File: config.mk
export PLATFORM = sky130hd
export DESIGN_NAME = shm_host_gate
export DESIGN_NICKNAME = d
export VERILOG_FILES = /design/src/rtl/shm_host_gate.sv
export SDC_FILE = /design/constraint.sdc
export NUM_CORES = 1
export LEC_CHECK = 0
export BUFFER_PORTS_ARGS = -buffer_cell sky130_fd_sc_hd__buf_2
export CAP_MARGIN = 20
export CORE_MARGIN = 2
export CORE_UTILIZATION = 45
export DETAILED_ROUTE_END_ITERATION = 8
export GPL_TIMING_DRIVEN = 0
export PLACE_DENSITY = 0.78
export SETUP_SLACK_MARGIN = 0.5
export SLEW_MARGIN = 15
export SYNTH_ARGS = -nofsm -noshare
export SYNTH_HDL_FRONTEND = slang
export SYNTH_SLANG_ARGS = --single-unit
export TNS_END_PERCENT = 20
File: constraint.sdc
create_clock -name clk -period 0.8 [get_ports clk]
set_input_delay 0.16 -clock clk [delete_from_list [all_inputs] [get_ports clk]]
set_output_delay 0.16 -clock clk [all_outputs]
set_load 0.02 [all_outputs]
File: src/rtl/shm_host_gate.sv
module shm_host_gate #(
  parameter int AW    = 21,
  parameter int HREGS = 32,
  parameter int CREGS = 46
) (
  input  logic            clk,
  input  logic            rst_n,
  input  logic [AW-1:0]   host_addr,
  input  logic            is_write,
  input  logic [AW-1:0]   base_offset,
  input  logic            force_base_zero,
  input  logic            hboot_off,
  input  logic [3:0]      cboot_sel,
  input  logic [HREGS-1:0] host_rd_deny,
  input  logic [HREGS-1:0] host_wr_deny,
  input  logic [CREGS-1:0] core_rd_deny,
  input  logic [CREGS-1:0] core_wr_deny,
  output logic            allow,
  output logic            deny,
  output logic [AW-1:0]   core_addr
);
  localparam int HSH  = 16;
  localparam int CSH  = 13;
  localparam int HIW  = AW - HSH;
  localparam int CIW  = $clog2(CREGS);
  localparam int FINE = 1 << (HSH + 1 - CSH);
  localparam int MAXSEL = AW - 12;

  logic [AW-1:0]  base_eff, xlat;
  logic [HIW-1:0] hidx;
  logic [CIW-1:0] cidx;
  logic [AW:0]    cboot_lim;
  logic           in_cboot, in_priv, in_hboot, flag_deny, ok;

  assign base_eff = force_base_zero ? '0 : base_offset;
  assign xlat     = host_addr + base_eff;
  assign hidx     = xlat[AW-1:HSH];

  assign cidx = (xlat[AW-1:HSH+1] == '0)
              ? CIW'(xlat[HSH:CSH])
              : CIW'(hidx) + CIW'(FINE - 2);

  assign cboot_lim = (cboot_sel >= 4'(MAXSEL))
                   ? ((AW+1)'(1) << AW)
                   : ((AW+1)'(4096) << cboot_sel);

  assign in_cboot  = {1'b0, xlat} < cboot_lim;
  assign in_priv   = (xlat >= base_eff) && (xlat[AW-1:HSH] == '0);
  assign in_hboot  = !hboot_off && (hidx == '1);
  assign flag_deny = is_write ? (host_wr_deny[hidx] | core_wr_deny[cidx])
                              : (host_rd_deny[hidx] | core_rd_deny[cidx]);

  always_comb begin
    if (in_cboot || in_priv) ok = 1'b0;
    else if (in_hboot)       ok = !is_write;
    else                     ok = !flag_deny;
  end

  always_ff @(posedge clk or negedge rst_n) begin
    if (!rst_n) begin
      allow     <= 1'b0;
      deny      <= 1'b1;
      core_addr <= '0;
    end else begin
      allow     <= ok;
      deny      <= !ok;
      core_addr <= xlat;
    end
  end
endmodule


==> reports/qor.csv, run 1 <==
stage,metric,value,unit
pwr,worst_ir_drop_vdd,1.08,mV
layout,mostFrequentLayoutCell,sky130_fd_sc_hd__buf_2,
layout,syn_to_final_growth,54.1,%
timing,setup_tns,-37.03,ns
placed_design,postPlaceCellArea,6360,um^2
yosys,yosys_warnings,0,
layout,final_net_count,1094,
yosys,synthDominantAreaCellType,sky130_fd_sc_hd__dfrtp_1,
detailed_routing,dr_drc_count,0,
global_route,gr-usage-all-layers,29.3,%
critical_path,cp_max_fo,6,
critical_path,slowest_stage,sky130_fd_sc_hd__maj3_2,
detailed_routing,drtIter0Drc,422,
clocking,cts_htree_levels,1,
critical_path,crit_arrival,4.82,ns
clocking,cts_buffer_depth,2,
layout,layout.cell_area.non_filler,7480,um^2
placed_design,port_buffers,217,
global_route,grt_pass1_vias,5596,
floorplanning,rows,37,
yosys,synth_enable_flop_cells,0,
pwr,power_density,1450,nW/um^2
yosys,synth_top_cells_by_area,"sky130_fd_sc_hd__dfrtp_1 (11%), sky130_fd_sc_hd__ha_1 (9.0%), sky130_fd_sc_hd__mux4_2 (8.8%), sky130_fd_sc_hd__mux2i_1 (8.2%), sky130_fd_sc_hd__nand2_1 (3.9%)",
yosys,fraction_of_registers_with_async_set_reset,100,%
global_route,grt_antenna_before_repair,0,
global_route,grt_util_met3,2.60,%
global_route,grtUsageMet2,50.3,%
placed_design,gpl.final_weighted_congestion,0.945,
critical_path,path_class,in2reg,
clocking,clk_transition_reported_paths,0.07,ns
critical_path,start_kind,primary input,
floorplanning,start_util,46.6,%
timing,timing_hold_violations_final,22,
floorplanning,floorplan.io_pins,230,
yosys,ys_seq_elements,23,
timing,minimum_setup_slack_in_the_final_design,-3.83,ns
pwr,p_leak,3.58,nW
detailed_routing,final_antenna_net_count,0,
critical_path,worstSetupEndpointType,register,
min_path,hold_path_class,in2async,
timing,layout_worst_path_cycle_share,579,%
pwr,finalPower,0.0108,W
clocking,clk_root_buffer_cell,sky130_fd_sc_hd__clkbuf_8,
detailed_routing,detailroute.via_count,5801,
yosys,dominantRegCellSynth,sky130_fd_sc_hd__dfrtp_1,
layout,layout.cells.most_common_list,"sky130_fd_sc_hd__buf_2 (224), sky130_fd_sc_hd__buf_4 (57), sky130_fd_sc_hd__nand2_1 (42)",
yosys,synth.net_count,804,
status,failed_checks,"negative hold slack, negative setup slack",
timing,rsz0062_at_grt,yes,
timing,worstMarginPinSlew,0.524,ns
yosys,post_synth_instance_area,4860,um^2
layout,num_antenna_cells,0,
detailed_routing,first_pass_iters,5,
yosys,ys_seq_area_share,11.9,%
detailed_routing,vias_per_cell,5.88,
floorplanning,die_h,108,um
placed_design,hpwl,14100,um
detailed_routing,routed_wirelength,18400,um
detailed_routing,post_drt_wl_per_cell,18.7,um
timing,period_needed,4.63,ns
global_route,grt_first_pass_wirelength,27300,um
layout,drive_gt1_share,52.6,%
timing,final_setup_violation_count,45,
timing,slew_violations,0,
global_route,grt_start_max_net_pins,24,
clocking,tritoncts,yes,
critical_path,critPathRequiredTime,0.99,ns
clocking,cts_inserted_buffers,3,
floorplanning,core_footprint,10400,um^2
global_route,globalRouteMet1Util,39.3,%
timing,whs,-0.153,ns
clocking,tritoncts_num_sinks,23,
yosys,avgSynthCellArea,8.66,um^2
yosys,gate_count_after_technology_mapping,561,
timing,max_freq,216,MHz
status,result_of_the_run,"finished, violations left",
job,number_of_max_cap_violations,0,
timing,max_slew_margin,65.1,%
global_route,gr-max-usage-layer,met2,
layout,final_core_util,71.8,%
yosys,synth.lib_cells_used.distinct,98,
yosys,yosysTopAreaCellShare,11.3,%
critical_path,stage_delay_of_the_slowest_cell_on_the_critical_path,0.33,ns
global_route,globalRoute.totalOverflow,0,
floorplanning,floorplan.die_area,11600,um^2
floorplanning,dieWidth,108,um
-- critical path, delay by kind of cell --
kind	cells	cell delay [ns]
AOI/OAI and AO/OA	13	2.30
adders and majority gates	3	0.87
buffers and inverters	7	0.67
and+or+nand+nor	8	0.83
-- registers in the layout (all words and copies together), names as in the netlist --
register	flops
allow	1
deny	1
core_addr	21
-- cell usage after synthesis (4+ instances only) --
cell type	number
sky130_fd_sc_hd__nor2b_1	12
sky130_fd_sc_hd__o211ai_1	7
sky130_fd_sc_hd__clkbuf_1	7
sky130_fd_sc_hd__dfrtp_1	22
sky130_fd_sc_hd__buf_2	15
sky130_fd_sc_hd__inv_2	4
sky130_fd_sc_hd__mux2_2	9
sky130_fd_sc_hd__o21ai_0	18
sky130_fd_sc_hd__a31oi_1	6
sky130_fd_sc_hd__xor2_1	10
sky130_fd_sc_hd__nand3_1	26
sky130_fd_sc_hd__nand2b_1	4
sky130_fd_sc_hd__nand2_1	50
sky130_fd_sc_hd__and3_1	7
sky130_fd_sc_hd__nor3_1	8
sky130_fd_sc_hd__xnor2_1	19
sky130_fd_sc_hd__a211o_1	4
sky130_fd_sc_hd__a211oi_1	4
sky130_fd_sc_hd__a21oi_1	28
sky130_fd_sc_hd__mux4_2	19
sky130_fd_sc_hd__a22oi_1	9
sky130_fd_sc_hd__o21a_1	9
sky130_fd_sc_hd__o22ai_1	8
sky130_fd_sc_hd__mux2i_1	40
sky130_fd_sc_hd__inv_1	31
sky130_fd_sc_hd__ha_1	35
sky130_fd_sc_hd__buf_6	7
sky130_fd_sc_hd__a21o_1	11
sky130_fd_sc_hd__nor2_1	33
-- power by group --
group | internal [W] | switching, W | leakage, nW
Sequential | 0.00140 | 0.0000658 | 0.269
Combinational | 0.00426 | 0.00442 | 3.29
Clock | 0.000347 | 0.000348 | 0.0255
-- per-layer routing --
layer / share of wire, % / vias up / wire, um
met5: 0 / - / 0
met4: 2.5 / 0 / 466
met3: 6.9 / 43 / 1270
met2: 49 / 278 / 9070
met1: 41 / 2754 / 7620
li1: - / 2726 / -
-- stage by stage --
step                std cells  setup WS (ns)
floorplan                 561          -3.79
global placement          914          -4.42
detailed placement        914          -4.58
CTS                       973          -3.79
global route              986          -4.00
finish                    986          -3.83
-- path summary, 6_finish.rpt --
| check | cells past startpoint | end | from | slack [ns] |
|---|---|---|---|---|
| max | 31 | allow | force_base_zero | -3.83 |
| min | 1 | core_addr[1] | rst_n | -0.15 |
| max in group asynchronous | 1 | deny | rst_n | 0.60 |
| min in group clk | 2 | core_addr[0] | host_addr[0] | 0.19 |
-- final cells by class --
type / instances / area, um^2
multi-input combinational: 471 / 4540
sequential: 23 / 577
clock buffer: 3 / 41.3
fill: 803 / 2940
timing repair buffer: 285 / 1690
tap: 136 / 170
buffer: 32 / 312
inverter: 35 / 150
clock inverter: 1 / 5.00
-- cell families after synthesis --
logic type	Yosys count	share of synthesized area, %
multiplexers	77	22.7
XOR/XNOR	31	6.03
flip-flops	23	11.9
adder cells (fa/ha/maj)	39	10.1
AND/OR/NAND/NOR	163	17.1
AO/OA/AOI/OAI	161	25.5
buffers and inverters	67	6.73
-- repair_timing --
item,4_1_cts,5_1_grt
endpoints found under the setup margin,46,46
hold endpoints to repair,22,22
buffers inserted,55,13
pin swaps,35,20
resized for setup,73,33
No activity file was read; power rests on OpenSTA's default activity.
==> run 2, diff against run 1 <==
Settings changed: SETUP_SLACK_MARGIN 0.5 to 0.15, SKIP_LAST_GASP from default to 1, SLEW_MARGIN 15 to default.
==> run 2 against run 1 <==
Net effect:
- the run still ends with negative hold slack, negative setup slack left
- final cell count is 1.3% lower
- hold slack got worse by 0.0023 ns
- die area is the same
- count of clock-buffer cells in the layout is 1 higher
- largest cell class unchanged
- global-route usage shrank 1.0 points
- non-clock buffer count fell by 13
- design area fell by 3.4%
- first-iteration DRC count rose by 6.9%
==> reports/qor.csv, run 2 (synthesized netlist as in run 1, its figures left out) <==
stage,metric,value,unit
floorplanning,start_util,46.6,%
layout,post_layout_nonfiller_instances,973,
timing,slew_violations,0,
placed_design,hpwl,14100,um
layout,largest_register_ffs,21,
layout,reg_top3,"core_addr x21, allow x1, deny x1",
global_route,grt_first_pass_wirelength,26400,um
timing,final_setup_violation_count,45,
critical_path,cp_max_fo,4,
status,failed_checks,"negative hold slack, negative setup slack",
layout,num-fill-cells,822,
floorplanning,floorplan.io_pins,230,
floorplanning,floorplan.die_area,11600,um^2
layout,largest-register,core_addr,
detailed_routing,final_antenna_net_count,0,
critical_path,path_class,in2reg,
critical_path,stage_delay_of_the_slowest_cell_on_the_critical_path,0.39,ns
pwr,p_leak,3.48,nW
timing,max_slew_margin,65.9,%
pwr,net-switching-power,0.00463,W
layout,drive_gt1_share,50.4,%
job,number_of_max_cap_violations,0,
floorplanning,core_footprint,10400,um^2
pwr,share_seq_of_total_power,14.2,%
timing,max_freq,217,MHz
layout,num_antenna_cells,0,
pwr,power_density,1420,nW/um^2
pwr,p_int,0.00560,W
timing,layout_worst_path_cycle_share,577,%
global_route,globalRoute.totalOverflow,0,
clocking,cts_buffer_depth,2,
placed_design,gpl.final_weighted_congestion,0.936,
layout,syn_to_final_growth,48.9,%
clocking,tritoncts,yes,
detailed_routing,vias_per_cell,5.96,
detailed_routing,routed_wirelength,18200,um
critical_path,critPathRequiredTime,1.00,ns
clocking,cts_htree_levels,1,
pwr,worst_ir_drop_vdd,0.831,mV
timing,minimum_setup_slack_in_the_final_design,-3.81,ns
layout,final_core_util,69.4,%
timing,timing_hold_violations_final,22,
clocking,tritoncts_num_sinks,23,
pwr,p_clk_share,6.8,%
clocking,clk_transition_reported_paths,0.07,ns
global_route,grt_pass1_vias,5468,
status,result_of_the_run,"finished, violations left",
floorplanning,rows,37,
global_route,grt_start_max_net_pins,24,
critical_path,crit_arrival,4.81,ns
global_route,gr-usage-all-layers,28.3,%
timing,rsz0062_at_grt,yes,
critical_path,slowest_stage,sky130_fd_sc_hd__a2111o_1,
floorplanning,dieWidth,108,um
detailed_routing,drtIter0Drc,451,
floorplanning,die_h,108,um
timing,whs,-0.156,ns
clocking,cts_inserted_buffers,3,
timing,period_needed,4.61,ns
pwr,power_frac_comb,79.1,%
layout,layout.cells.most_common_list,"sky130_fd_sc_hd__buf_2 (227), sky130_fd_sc_hd__buf_4 (53), sky130_fd_sc_hd__nand2_1 (44)",
detailed_routing,post_drt_wl_per_cell,18.7,um
placed_design,port_buffers,217,
clocking,clk_root_buffer_cell,sky130_fd_sc_hd__clkbuf_8,
placed_design,placed_cells,914,
detailed_routing,first_pass_iters,5,
layout,final_net_count,1081,
critical_path,start_kind,primary input,
pwr,share_of_total_power_consumed_by_net_switching,45.2,%
min_path,hold_path_class,in2async,
timing,worstMarginPinSlew,0.512,ns
critical_path,worstSetupEndpointType,register,
placed_design,post-place-ws,-4.62,ns
layout,mostFrequentLayoutCell,sky130_fd_sc_hd__buf_2,
detailed_routing,detailroute.via_count,5797,
detailed_routing,dr_drc_count,0,
global_route,grt_antenna_before_repair,0,
==> run 2: per-layer routing <==
| metal | up-vias | share of wire, % | track usage [%] |
|---|---|---|---|
| met4 | 0 | 2.9 | 8.33 |
| met5 | - | 0 | 0 |
| met3 | 47 | 6.3 | 2.91 |
| li1 | 2699 | - | - |
| met1 | 2773 | 41 | 37.5 |
| met2 | 278 | 50 | 48.6 |
==> run 2: critical path: cells and delay by family <==
family | cells | cell delay, ns
adder cells (fa/ha/maj) | 3 | 0.75
AO/OA/AOI/OAI | 15 | 2.72
buffers and inverters | 5 | 0.51
AND/OR/NAND/NOR | 6 | 0.65
==> run 2: layout make-up <==
type                       count  area [um^2]  share of cell area [%]
buffer                        32          312                    4.31
clock buffer                   4         45.0                   0.623
inverter                      35          156                    2.16
multi-input combinational    471         4420                    61.1
sequential                    23          577                    7.98
tap                          136          170                    2.35
timing repair buffer         272         1550                    21.4
==> run 2: stage by stage <==
| step | instance area [um^2] | total power [W] | TNS, ns | hold WS, ns |
|---|---|---|---|---|
| final | 7230 | 0.0102 | -37.59 | -0.156 |
| after global routing | 7230 | 0.0109 | -40.25 | -0.111 |
| after CTS | 6920 | 0.00971 | -37.54 | -0.137 |
| after detailed placement | 6340 | 0.00833 | -45.63 | 0.146 |
| after global placement | 6340 | 0.00816 | -44.48 | 0.149 |
| after floorplan | 5080 | 0.00650 | -37.11 | -0.136 |
==> run 2: path summary, 6_finish.rpt <==
path                       depth (start not counted)      endpoint  slack (ns)       startpoint
worst max-delay path                              29         allow       -3.81  force_base_zero
worst min-delay path                               1  core_addr[0]       -0.16            rst_n
max in group asynchronous                          1          deny        0.61            rst_n
min in group clk                                   2  core_addr[0]        0.19     host_addr[0]
==> run 2: repair_timing <==
item | in CTS | in global routing
gates cloned | 1 | 1
pin swaps | 30 | 14
hold endpoints to repair | 22 | 22
setup buffers | 36 | 17
setup endpoints to repair | 46 | 46
gates resized for setup | 52 | 29
==> run 2: power groups by stage <==
stage | combinational [W] | clock (W) | sequential, W
after global placement | 0.00669 | 0 | 0.00147
final | 0.00810 | 0.000692 | 0.00145
after global routing | 0.00869 | 0.000770 | 0.00147
after detailed placement | 0.00686 | 0 | 0.00147
after CTS | 0.00755 | 0.000706 | 0.00145
after floorplan | 0.00471 | 0 | 0.00178
